File: src/rtl/pfd_pkg.sv
package pfd_pkg;

    // Outcome of classifying one edge-to-edge interval
    typedef enum logic [1:0] {
        SYM_NONE = 2'd0,
        SYM_ZERO = 2'd1,
        SYM_ONE  = 2'd2,
        SYM_BAD  = 2'd3
    } sym_e;

endpackage

File: src/rtl/pfd_edge_timer.sv
module pfd_edge_timer #(
    parameter int IDLE_TICKS = 3000,
    parameter int CNT_W      = 12
) (
    input  logic             clk,
    input  logic             rst_n,
    input  logic             tick_en,
    input  logic             env_in,
    output logic             rise,
    output logic [CNT_W-1:0] interval
);

    localparam logic [CNT_W-1:0] STOP_AT = CNT_W'(IDLE_TICKS);
    localparam logic [CNT_W-1:0] CNT_MAX = {CNT_W{1'b1}};

    typedef struct packed {
        logic             env_prev;
        logic [CNT_W-1:0] cnt;
    } tmr_t;

    tmr_t st_d, st_q;
    logic rise_w;

    always_comb begin
        st_d          = st_q;
        st_d.env_prev = env_in;
        rise_w        = env_in & ~st_q.env_prev;
        if (rise_w) begin
            st_d.cnt = '0;
        end else if (tick_en && (st_q.cnt < STOP_AT) && (st_q.cnt != CNT_MAX)) begin
            st_d.cnt = st_q.cnt + 1'b1;
        end
    end

    always_ff @(posedge clk or negedge rst_n) begin
        if (!rst_n) begin
            st_q <= '0;
        end else begin
            st_q <= st_d;
        end
    end

    assign rise     = rise_w;
    assign interval = st_q.cnt;

endmodule

File: src/rtl/pfd_band_match.sv
module pfd_band_match #(
    parameter int CNT_W  = 12,
    parameter int CENTER = 150,
    parameter int FUZZ   = 20
) (
    input  logic [CNT_W-1:0] interval,
    output logic             hit
);

    localparam logic [CNT_W-1:0] LO = CNT_W'(CENTER - FUZZ);
    localparam logic [CNT_W-1:0] HI = CNT_W'(CENTER + FUZZ);

    // Open band on both sides
    always_comb begin
        hit = (interval > LO) && (interval < HI);
    end

endmodule

File: src/rtl/pfd_classifier.sv
module pfd_classifier
    import pfd_pkg::*;
#(
    parameter int CNT_W      = 12,
    parameter int ZERO_TICKS = 90,
    parameter int ONE_TICKS  = 150,
    parameter int FUZZ_TICKS = 20
) (
    input  logic [CNT_W-1:0] interval,
    output sym_e             sym
);

    localparam int NBANDS = 2;
    localparam int CENTER_TAB [NBANDS] = '{ZERO_TICKS, ONE_TICKS};

    logic [NBANDS-1:0] hit;

    for (genvar g = 0; g < NBANDS; g++) begin : g_band
        pfd_band_match #(
            .CNT_W  (CNT_W),
            .CENTER (CENTER_TAB[g]),
            .FUZZ   (FUZZ_TICKS)
        ) u_band (
            .interval (interval),
            .hit      (hit[g])
        );
    end

    // The long band wins if the bands were ever set to overlap
    always_comb begin
        if (hit[1]) begin
            sym = SYM_ONE;
        end else if (hit[0]) begin
            sym = SYM_ZERO;
        end else begin
            sym = SYM_BAD;
        end
    end

endmodule

File: src/rtl/pfd_frame_asm.sv
module pfd_frame_asm
    import pfd_pkg::*;
#(
    parameter int DATA_W    = 31,
    parameter int BITS_W    = 5,
    parameter int CNT_W     = 12,
    parameter int MIN_BITS  = 5,
    parameter int END_TICKS = 170
) (
    input  logic              clk,
    input  logic              rst_n,
    input  logic              rise,
    input  sym_e              sym,
    input  logic [CNT_W-1:0]  interval,
    output logic              frame_valid,
    output logic [DATA_W-1:0] frame_data,
    output logic [BITS_W-1:0] frame_bits
);

    localparam logic [CNT_W-1:0]  END_AT   = CNT_W'(END_TICKS);
    localparam logic [BITS_W-1:0] BITS_CAP = BITS_W'(DATA_W);
    localparam logic [BITS_W-1:0] BITS_MIN = BITS_W'(MIN_BITS);

    typedef struct packed {
        logic              active;
        logic [BITS_W-1:0] bits;
        logic [DATA_W-1:0] data;
        logic              out_valid;
        logic [BITS_W-1:0] out_bits;
        logic [DATA_W-1:0] out_data;
    } asm_t;

    asm_t st_d, st_q;
    logic append_w;
    logic close_w;

    always_comb begin
        st_d           = st_q;
        st_d.out_valid = 1'b0;
        append_w       = 1'b0;
        close_w        = 1'b0;

        // An edge outranks the timeout; both can only close once
        if (rise) begin
            if (sym == SYM_ONE || sym == SYM_ZERO) begin
                append_w = 1'b1;
            end else if (st_q.active) begin
                close_w = 1'b1;
            end
        end else if (st_q.active && (interval >= END_AT)) begin
            close_w = 1'b1;
        end

        if (append_w) begin
            st_d.active = 1'b1;
            if (st_q.bits < BITS_CAP) begin
                st_d.data[st_q.bits] = (sym == SYM_ONE);
                st_d.bits            = st_q.bits + 1'b1;
            end
        end

        if (close_w) begin
            if (st_q.bits >= BITS_MIN) begin
                st_d.out_valid = 1'b1;
                st_d.out_data  = st_q.data;
                st_d.out_bits  = st_q.bits;
            end
            st_d.active = 1'b0;
            st_d.bits   = '0;
            st_d.data   = '0;
        end
    end

    always_ff @(posedge clk or negedge rst_n) begin
        if (!rst_n) begin
            st_q <= '0;
        end else begin
            st_q <= st_d;
        end
    end

    assign frame_valid = st_q.out_valid;
    assign frame_data  = st_q.out_data;
    assign frame_bits  = st_q.out_bits;

endmodule

File: src/rtl/pulse_frame_decoder.sv
module pulse_frame_decoder
    import pfd_pkg::*;
#(
    parameter  int DATA_W     = 31,
    parameter  int ONE_TICKS  = 150,
    parameter  int ZERO_TICKS = 90,
    parameter  int FUZZ_TICKS = 20,
    parameter  int MIN_BITS   = 5,
    parameter  int IDLE_TICKS = 3000,
    localparam int BITS_W     = $clog2(DATA_W + 1)
) (
    input  logic              clk,
    input  logic              rst_n,
    input  logic              tick_en,
    input  logic              env_in,
    output logic              frame_valid,
    output logic [DATA_W-1:0] frame_data,
    output logic [BITS_W-1:0] frame_bits
);

    localparam int CNT_W     = $clog2(IDLE_TICKS + 1);
    localparam int END_TICKS = ONE_TICKS + FUZZ_TICKS;

    logic             edge_rise;
    logic [CNT_W-1:0] interval;
    sym_e             sym;

    pfd_edge_timer #(
        .IDLE_TICKS (IDLE_TICKS),
        .CNT_W      (CNT_W)
    ) u_timer (
        .clk      (clk),
        .rst_n    (rst_n),
        .tick_en  (tick_en),
        .env_in   (env_in),
        .rise     (edge_rise),
        .interval (interval)
    );

    pfd_classifier #(
        .CNT_W      (CNT_W),
        .ZERO_TICKS (ZERO_TICKS),
        .ONE_TICKS  (ONE_TICKS),
        .FUZZ_TICKS (FUZZ_TICKS)
    ) u_class (
        .interval (interval),
        .sym      (sym)
    );

    pfd_frame_asm #(
        .DATA_W    (DATA_W),
        .BITS_W    (BITS_W),
        .CNT_W     (CNT_W),
        .MIN_BITS  (MIN_BITS),
        .END_TICKS (END_TICKS)
    ) u_asm (
        .clk         (clk),
        .rst_n       (rst_n),
        .rise        (edge_rise),
        .sym         (sym),
        .interval    (interval),
        .frame_valid (frame_valid),
        .frame_data  (frame_data),
        .frame_bits  (frame_bits)
    );

endmodule

File: config.mk
export PLATFORM = sky130hd
export DESIGN_NAME = pulse_frame_decoder
export DESIGN_NICKNAME = d
export VERILOG_FILES = /design/src/rtl/pfd_pkg.sv /design/src/rtl/pfd_edge_timer.sv /design/src/rtl/pfd_band_match.sv /design/src/rtl/pfd_classifier.sv /design/src/rtl/pfd_frame_asm.sv /design/src/rtl/pulse_frame_decoder.sv
export SDC_FILE = /design/constraint.sdc
export NUM_CORES = 1
export LEC_CHECK = 0
export ABC_AREA = 1
export BUFFER_PORTS_ARGS = -buffer_cell sky130_fd_sc_hd__buf_2
export CORE_MARGIN = 3
export CORE_UTILIZATION = 50
export CTS_CLUSTER_SIZE = 20
export DETAILED_ROUTE_END_ITERATION = 10
export MAX_ROUTING_LAYER = met4
export PLACE_DENSITY_LB_ADDON = 0.12
export SLEW_MARGIN = 20
export SYNTH_ARGS = -nofsm -noshare
export SYNTH_HDL_FRONTEND = slang
export SYNTH_SLANG_ARGS = --single-unit
File: constraint.sdc
create_clock -name clk -period 5.2 [get_ports clk]
set_clock_uncertainty 0.1 [all_clocks]
set_input_delay 1.04 -clock clk [delete_from_list [all_inputs] [get_ports clk]]
set_output_delay 1.04 -clock clk [all_outputs]
set_load 0.005 [all_outputs]
==> results of run 1 <==
-- final cells by class --
cell class	instances	area share [%]
multi-input combinational	468	43.6
clock inverter	5	2.07
sequential	87	42.3
clock buffer	10	2.48
tap	129	3.14
timing repair buffer	43	4.45
inverter	26	1.90
-- power breakdown --
part           internal, mW  leakage, nW  total [mW]  switching (mW)
clock                 0.319        0.113       0.563           0.244
combinational         0.101         1.47       0.384           0.283
sequential            0.726         1.20       0.777          0.0511
total                  1.15         2.79        1.72           0.578
-- routing by layer --
| metal | global-route usage, % | wire [um] | vias up | share of wire [%] |
|---|---|---|---|---|
| met2 | 29.2 | 4170 | 60 | 44 |
| met5 | - | 0 | - | 0 |
| met1 | 24.9 | 4870 | 1793 | 52 |
| met3 | 2.19 | 263 | 14 | 2.8 |
| met4 | 6.11 | 139 | 0 | 1.5 |
| li1 | - | - | 1971 | - |
-- tightest hold or removal path: cells and delay by family (launching register included) --
| kind | cells | cell delay [ns] |
|---|---|---|
| simple gates | 2 | 0.09 |
| flops | 1 | 0.35 |
-- placed cells by master, fill, tap and decap left out, drive strengths merged --
cell type  count
a21oi          3
buf           43
bufinv         3
clkbuf        10
clkinvlp       1
dfrtp         87
ha             6
inv           27
nand2        276
nand3         74
nand3b         1
nand4          5
nor2          64
nor3           7
o2111ai        1
o211ai         1
o21ai         18
xor2          12
-- cells in the mapped netlist --
cell,instances,area (sq um)
nand2_1,270,1010
dfrtp_1,87,2180
nor2_1,61,229
nand3_1,44,220
buf_4,39,293
nand3_2,29,290
inv_1,23,86.3
buf_2,16,80.1
o21ai_0,13,65.1
xor2_1,12,105
clkbuf_1,9,33.8
nor3_1,7,35.0
ha_1,6,75.1
nand4_1,5,31.3
o21ai_1,5,25.0
nand2_4,4,45.0
buf_12,3,60.1
inv_2,3,11.3
nor2_2,3,18.8
a21oi_1,2,10.0
buf_1,2,7.51
nand2_2,2,12.5
a21oi_4,1,16.3
buf_8,1,15.0
nand3_4,1,17.5
nand3b_2,1,11.3
o2111ai_1,1,8.76
o211ai_1,1,7.51
-- path summary, 6_finish.rpt --
check | end | cells past startpoint
max in group asynchronous | u_asm.st_q[73]$_DFFE_PN0P_ | 1
hold reg to reg | u_asm.frame_data[20]$_DFFE_PN0P_ | 2
setup / recovery | u_asm.st_q[71]$_DFFE_PN0P_ | 13
setup reg to reg | u_asm.st_q[40]$_DFFE_PN0P_ | 12
hold / removal | u_asm.frame_data[20]$_DFFE_PN0P_ | 2
min in group asynchronous | u_asm.frame_valid$_DFF_PN0_ | 1
-- stage by stage --
stage | std cells | util, %
2_1_floorplan | 651 | -
3_3_place_gp | 753 | 51.9
6_report | 768 | 54.4
5_1_grt | 768 | 54.4
3_5_place_dp | 753 | 51.9
4_1_cts | 768 | 54.3
-- cell families (layout without fill, tap and decap cells) --
family                     Yosys count  after routing  synth area share (%)
AOI/OAI and AO/OA                   23             23                  2.65
xor gates and xnor gates            12             12                  2.10
adders and majority gates            6              6                  1.50
buffers and inverters               96             84                  11.7
DFF                                 87             87                  43.5
and+or+nand+nor                    427            427                  38.5
-- sequential cells by signal, summed over array words and instances, names as in the netlist --
signal,cells
u_asm.frame_data,31
u_asm.frame_bits,5
u_timer.interval,12
u_asm.frame_valid,1
u_asm.st_q,37
u_timer.st_q,1
==> impl_metrics.env, run 1 <==
export IMPL_run_status="completed"
export IMPL_min_period_ns=2.92
export IMPL_place_hpwl_um=6070
export IMPL_cts_buffer_depth=2
export IMPL_drive_above_1_share_pct=16.0
export IMPL_crit_arrival_ns=3.06
export IMPL_antenna_found_initial=0
export IMPL_nNetsFinal=645
export IMPL_fp_row_count=35
export IMPL_finalSetupViolations=0
export IMPL_num_vias=3838
export IMPL_place_congestion=0.847
export IMPL_crit_path_max_incr_delay_ns=0.65
export IMPL_finalInstanceArea_sq_um=5140
export IMPL_pwr_density_cell_nw_per_um2=335
export IMPL_synth_area_per_cell_sq_um=7.68
export IMPL_drv_cap=0
export IMPL_fp_dieArea_sq_um=11200
export IMPL_yosysSeqAreaShare_pct=43.5
export IMPL_p_leak_nw=2.79
export IMPL_cpMostUsedCell="inv_1"
export IMPL_worstHoldPathType="reg -> reg"
export IMPL_crit_buf_inv=6
export IMPL_ys_ff_latch=87
export IMPL_grt_first_pass_wirelength_um=16800
export IMPL_hold_viol_final=0
export IMPL_r2r_slack_ns=2.32
export IMPL_portBuffers=40
export IMPL_fillers=920
export IMPL_path_cells="buf_2 > inv_1 > nor2_2 > buf_4 > inv_1 > nand3_1 > nand2_2 > inv_2 > nand2_4 > nand2_4 > inv_1 > nand2_1 > nand2_1"
export IMPL_worst_setup_path_end_kind="flop"
export IMPL_htreeDepth=3
export IMPL_post_cts_buffers=0
export IMPL_yosysUniqueCellTypes=28
export IMPL_wire_per_inst_um=12.3
export IMPL_path_max_fanout=67
export IMPL_grt_max_degree=88
export IMPL_drt_initial_drc_count=165
export IMPL_regArea_sq_um=2180
export IMPL_clkLatencyLatePin_ns=0.35
export IMPL_finalSetupTns_ns=0
export IMPL_worst_ep_required_time_ns=5.35
export IMPL_start_util_pct=52.9
export IMPL_synthCells=651
export IMPL_cts_buffers=9
export IMPL_slowest_stage="nand2_4"
export IMPL_grt_setup_unrepaired="false"
export IMPL_area_delta_synth_final_pct=2.83
export IMPL_core_sq_um=9460
export IMPL_netlist_area_sq_um=5000
export IMPL_max_freq_mhz=343
export IMPL_worstSetupPathType="in -> reg"
export IMPL_ant_nets=0
export IMPL_hold_slack_ns=0.370
export IMPL_slew_headroom_pct=46.2
export IMPL_cts_root_buf="clkbuf_8"
export IMPL_gr_total_overflow=0
export IMPL_setup_slack_ns=2.28
export IMPL_grt_use_total_pct=18.4
export IMPL_crit_start="env_in"
export IMPL_drc_errors=0
export IMPL_io_pins=41
export IMPL_syn_num_nets=661
export IMPL_dr_pass1_iters=4
export IMPL_hold_start="u_asm.frame_data[20]$_DFFE_PN0P_"
export IMPL_hold_buffers=0
export IMPL_final_max_slew_violation_count=0
export IMPL_grt_pass1_vias=3748
export IMPL_multi_input_area_sq_um=2240
export IMPL_finalPower_mw=1.72
export IMPL_post_drt_via_cell_ratio=5.00
export IMPL_yosys_warnings=0
export IMPL_dpl_cell_area_sq_um=4900
export IMPL_fp_dieH_um=106
export IMPL_drt_total_wl_um=9440
export IMPL_r2r_start="u_timer.interval[8]$_DFFE_PN0P_"
export IMPL_fin_crit_sh_pct=56.1
export IMPL_tightest_slew_ns=0.804
export IMPL_clk_pin_slew_worst_paths_ns=0.09
export IMPL_vdd_drop_max_mv=0.249
export IMPL_dp_slack_ns=1.94
export IMPL_die_w_um=106
export IMPL_cts_tree="yes"
export IMPL_n_antenna_cell=0
export IMPL_startpoint_type="input port"
export IMPL_ctsResizeCount=0
export IMPL_cts_sinks=87
export IMPL_path_delay_family="simple AND/OR/NAND/NOR gates"
Note: power is estimated with default switching activity, not from simulation.
==> run 2: changes to the inputs <==
--- a/config.mk
+++ b/config.mk
@@ -5,7 +5,7 @@
 export SDC_FILE = /design/constraint.sdc
 export NUM_CORES = 1
 export LEC_CHECK = 0
-export ABC_AREA = 1
+export ABC_AREA = 0
 export BUFFER_PORTS_ARGS = -buffer_cell sky130_fd_sc_hd__buf_2
 export CORE_MARGIN = 3
 export CORE_UTILIZATION = 50
==> constraint.sdc (replaced) <==
create_clock -name clk -period 3.1 [get_ports clk]
set_clock_uncertainty 0.1 [all_clocks]
set_input_delay 0.62 -clock clk [delete_from_list [all_inputs] [get_ports clk]]
set_output_delay 0.62 -clock clk [all_outputs]
set_load 0.005 [all_outputs]
==> impl_metrics.env, run 2 <==
export IMPL_worstHoldPathType="in -> async"
export IMPL_grt_setup_unrepaired="false"
export IMPL_post_cts_buffers=0
export IMPL_ys_flop_type="dfrtp_1"
export IMPL_num_vias=2855
export IMPL_slowest_stage="or4_1"
export IMPL_crit_path_max_incr_delay_ns=0.58
export IMPL_yosys_area_top_type="dfrtp_1"
export IMPL_vdd_drop_max_mv=0.214
export IMPL_dp_slack_ns=0.435
export IMPL_cts_buffer_depth=2
export IMPL_fin_crit_sh_pct=84.8
export IMPL_synth_top_cells_by_count="dfrtp_1 (87), buf_4 (36), mux2_1 (29)"
export IMPL_yosysMostFrequentCell="dfrtp_1"
export IMPL_clk_pin_slew_worst_paths_ns=0.09
export IMPL_yosysUniqueCellTypes=49
export IMPL_max_freq_mhz=381
export IMPL_ant_nets=0
export IMPL_hold_buffers=0
export IMPL_synth_area_per_cell_sq_um=11.2
export IMPL_grt_first_pass_wirelength_um=14100
export IMPL_yosysSeqAreaShare_pct=51.2
export IMPL_portBuffers=40
export IMPL_area_delta_synth_final_pct=5.36
export IMPL_largest_reg_flops=37
export IMPL_synthArstFlopShare_pct=100
export IMPL_wire_per_inst_um=17.3
export IMPL_fp_dieH_um=98.2
export IMPL_top_register="u_asm.st_q"
export IMPL_worst_ep_required_time_ns=3.24
export IMPL_ys_ff_latch=87
export IMPL_gr_total_overflow=0
export IMPL_startpoint_type="flop"
export IMPL_finalSetupTns_ns=0
export IMPL_n_antenna_cell=0
export IMPL_dpl_cell_area_sq_um=4270
export IMPL_drive_above_1_share_pct=20.6
export IMPL_syn_num_nets=390
export IMPL_regArea_sq_um=2180
export IMPL_synth_edf_count=0
export IMPL_cts_root_buf="clkbuf_8"
export IMPL_drt_initial_drc_count=105
export IMPL_dr_pass1_iters=4
export IMPL_finalInstanceArea_sq_um=4480
export IMPL_core_sq_um=7970
export IMPL_post_drt_via_cell_ratio=5.89
export IMPL_synthCells=380
export IMPL_tightest_slew_ns=0.842
export IMPL_final_max_slew_violation_count=0
export IMPL_grt_max_degree=43
export IMPL_nNetsFinal=388
export IMPL_fillers=711
export IMPL_htreeDepth=3
export IMPL_p_leak_nw=2.16
export IMPL_setup_slack_ns=0.472
export IMPL_path_cells="or4_1 > o2111ai_2 > o22ai_2 > nor3_4 > buf_4 > mux2_1"
export IMPL_slew_headroom_pct=43.7
export IMPL_cts_tree="yes"
export IMPL_netlist_area_sq_um=4250
export IMPL_netlist_top_cells_area="dfrtp_1 (51%), mux2_1 (7.7%), buf_4 (6.4%)"
export IMPL_clkLatencyLatePin_ns=0.35
export IMPL_synthDominantCellAreaShare_pct=51.2
export IMPL_place_hpwl_um=5600
export IMPL_finalSetupViolations=0
export IMPL_cts_buffers=9
export IMPL_hold_viol_final=0
export IMPL_final_cell_mix="dfrtp_1 (87), buf_2 (39), mux2_1 (29)"
export IMPL_grt_use_total_pct=18.7
export IMPL_worstSetupPathType="reg -> reg"
export IMPL_ctsResizeCount=0
export IMPL_fp_dieArea_sq_um=9640
export IMPL_antenna_found_initial=0
export IMPL_io_pins=41
export IMPL_drt_total_wl_um=8380
export IMPL_final_common_cell="dfrtp_1"
export IMPL_min_period_ns=2.63
export IMPL_run_status="completed"
export IMPL_yosys_warnings=0
export IMPL_worst_setup_path_end_kind="flop"
export IMPL_path_max_fanout=16
export IMPL_fp_row_count=32
export IMPL_crit_arrival_ns=2.77
export IMPL_multi_input_area_sq_um=1650
export IMPL_start_util_pct=53.3
export IMPL_die_w_um=98.2
export IMPL_drc_errors=0
export IMPL_pwr_density_cell_nw_per_um2=464
export IMPL_cts_sinks=87
export IMPL_grt_pass1_vias=2787
export IMPL_drv_cap=0
export IMPL_place_congestion=0.820
[run 2: cell count changes in the layout (fill, tap and decap cells not counted), sizes merged, moves of 21 or more]
cell,before,now
a311oi,0,25
a31oi,0,27
inv,27,6
mux2,0,36
nand2,276,15
nand3,74,3
nor2,64,20
[run 2: cell families after synthesis]
group	count (synthesis)	share of synthesized area, %
AOI/OAI and AO/OA	92	15.5
muxes	36	9.54
buffers and inverters	71	10.0
DFF	87	51.2
xor gates and xnor gates	10	2.06
and+or+nand+nor	78	9.92
adders and majority gates	6	1.77
[run 2: cell type report]
cell class | instances | share of cell area, %
Clock buffer | 10 | 3.07
Clock inverter | 6 | 1.54
Inverter | 5 | 0.419
Multi-Input combinational cell | 222 | 36.8
Sequential cell | 87 | 48.6
Tap cell | 102 | 2.85
Timing Repair Buffer | 53 | 6.71
[run 2: path summary, 6_finish.rpt]
| path | from | endpoint | slack, ns | cells after the start |
|---|---|---|---|---|
| min in group clk | env_in | u_timer.st_q[12]$_DFF_PN0_ | 0.30 | 1 |
| hold / removal | rst_n | u_asm.frame_data[18]$_DFFE_PN0P_ | 0.13 | 1 |
| setup reg to reg | u_timer.interval[5]$_DFFE_PN0P_ | u_asm.frame_data[6]$_DFFE_PN0P_ | 0.47 | 6 |
| setup / recovery | u_timer.interval[5]$_DFFE_PN0P_ | u_asm.frame_data[6]$_DFFE_PN0P_ | 0.47 | 6 |
| max in group asynchronous | rst_n | u_timer.interval[7]$_DFFE_PN0P_ | 2.03 | 2 |
| hold reg to reg | u_asm.frame_data[24]$_DFFE_PN0P_ | u_asm.frame_data[24]$_DFFE_PN0P_ | 0.38 | 1 |
[run 2: metrics by stage]
stage	power (mW)	util [%]	std cells	hold slack [ns]
after floorplan	1.23	-	380	0.224
after global placement	1.28	53.6	469	0.358
after detailed placement	1.28	53.6	469	0.367
after CTS	2.10	56.2	485	0.135
after global routing	2.16	56.2	485	0.153
final	2.08	56.2	485	0.128
[run 2: routing by layer]
metal  part of all wire, %  GRT usage [%]
met1                    48           25.0
met2                    47           29.1
met3                   3.9           4.43
met5                     0              -
met4                   1.1           4.52
[run 2: worst max-delay path, delay by kind of cell (launching register included)]
kind	cells	cell delay, ns
buffers and inverters	1	0.28
and+or+nand+nor	2	0.83
AOI/OAI and AO/OA	2	0.46
DFF	1	0.50
muxes	1	0.35
[run 2: power by group]
part           switching, mW  internal (mW)  total, mW
logic                 0.0513         0.0280     0.0792
clock network          0.426          0.399      0.825
registers             0.0285           1.15       1.18
total                  0.506           1.57       2.08
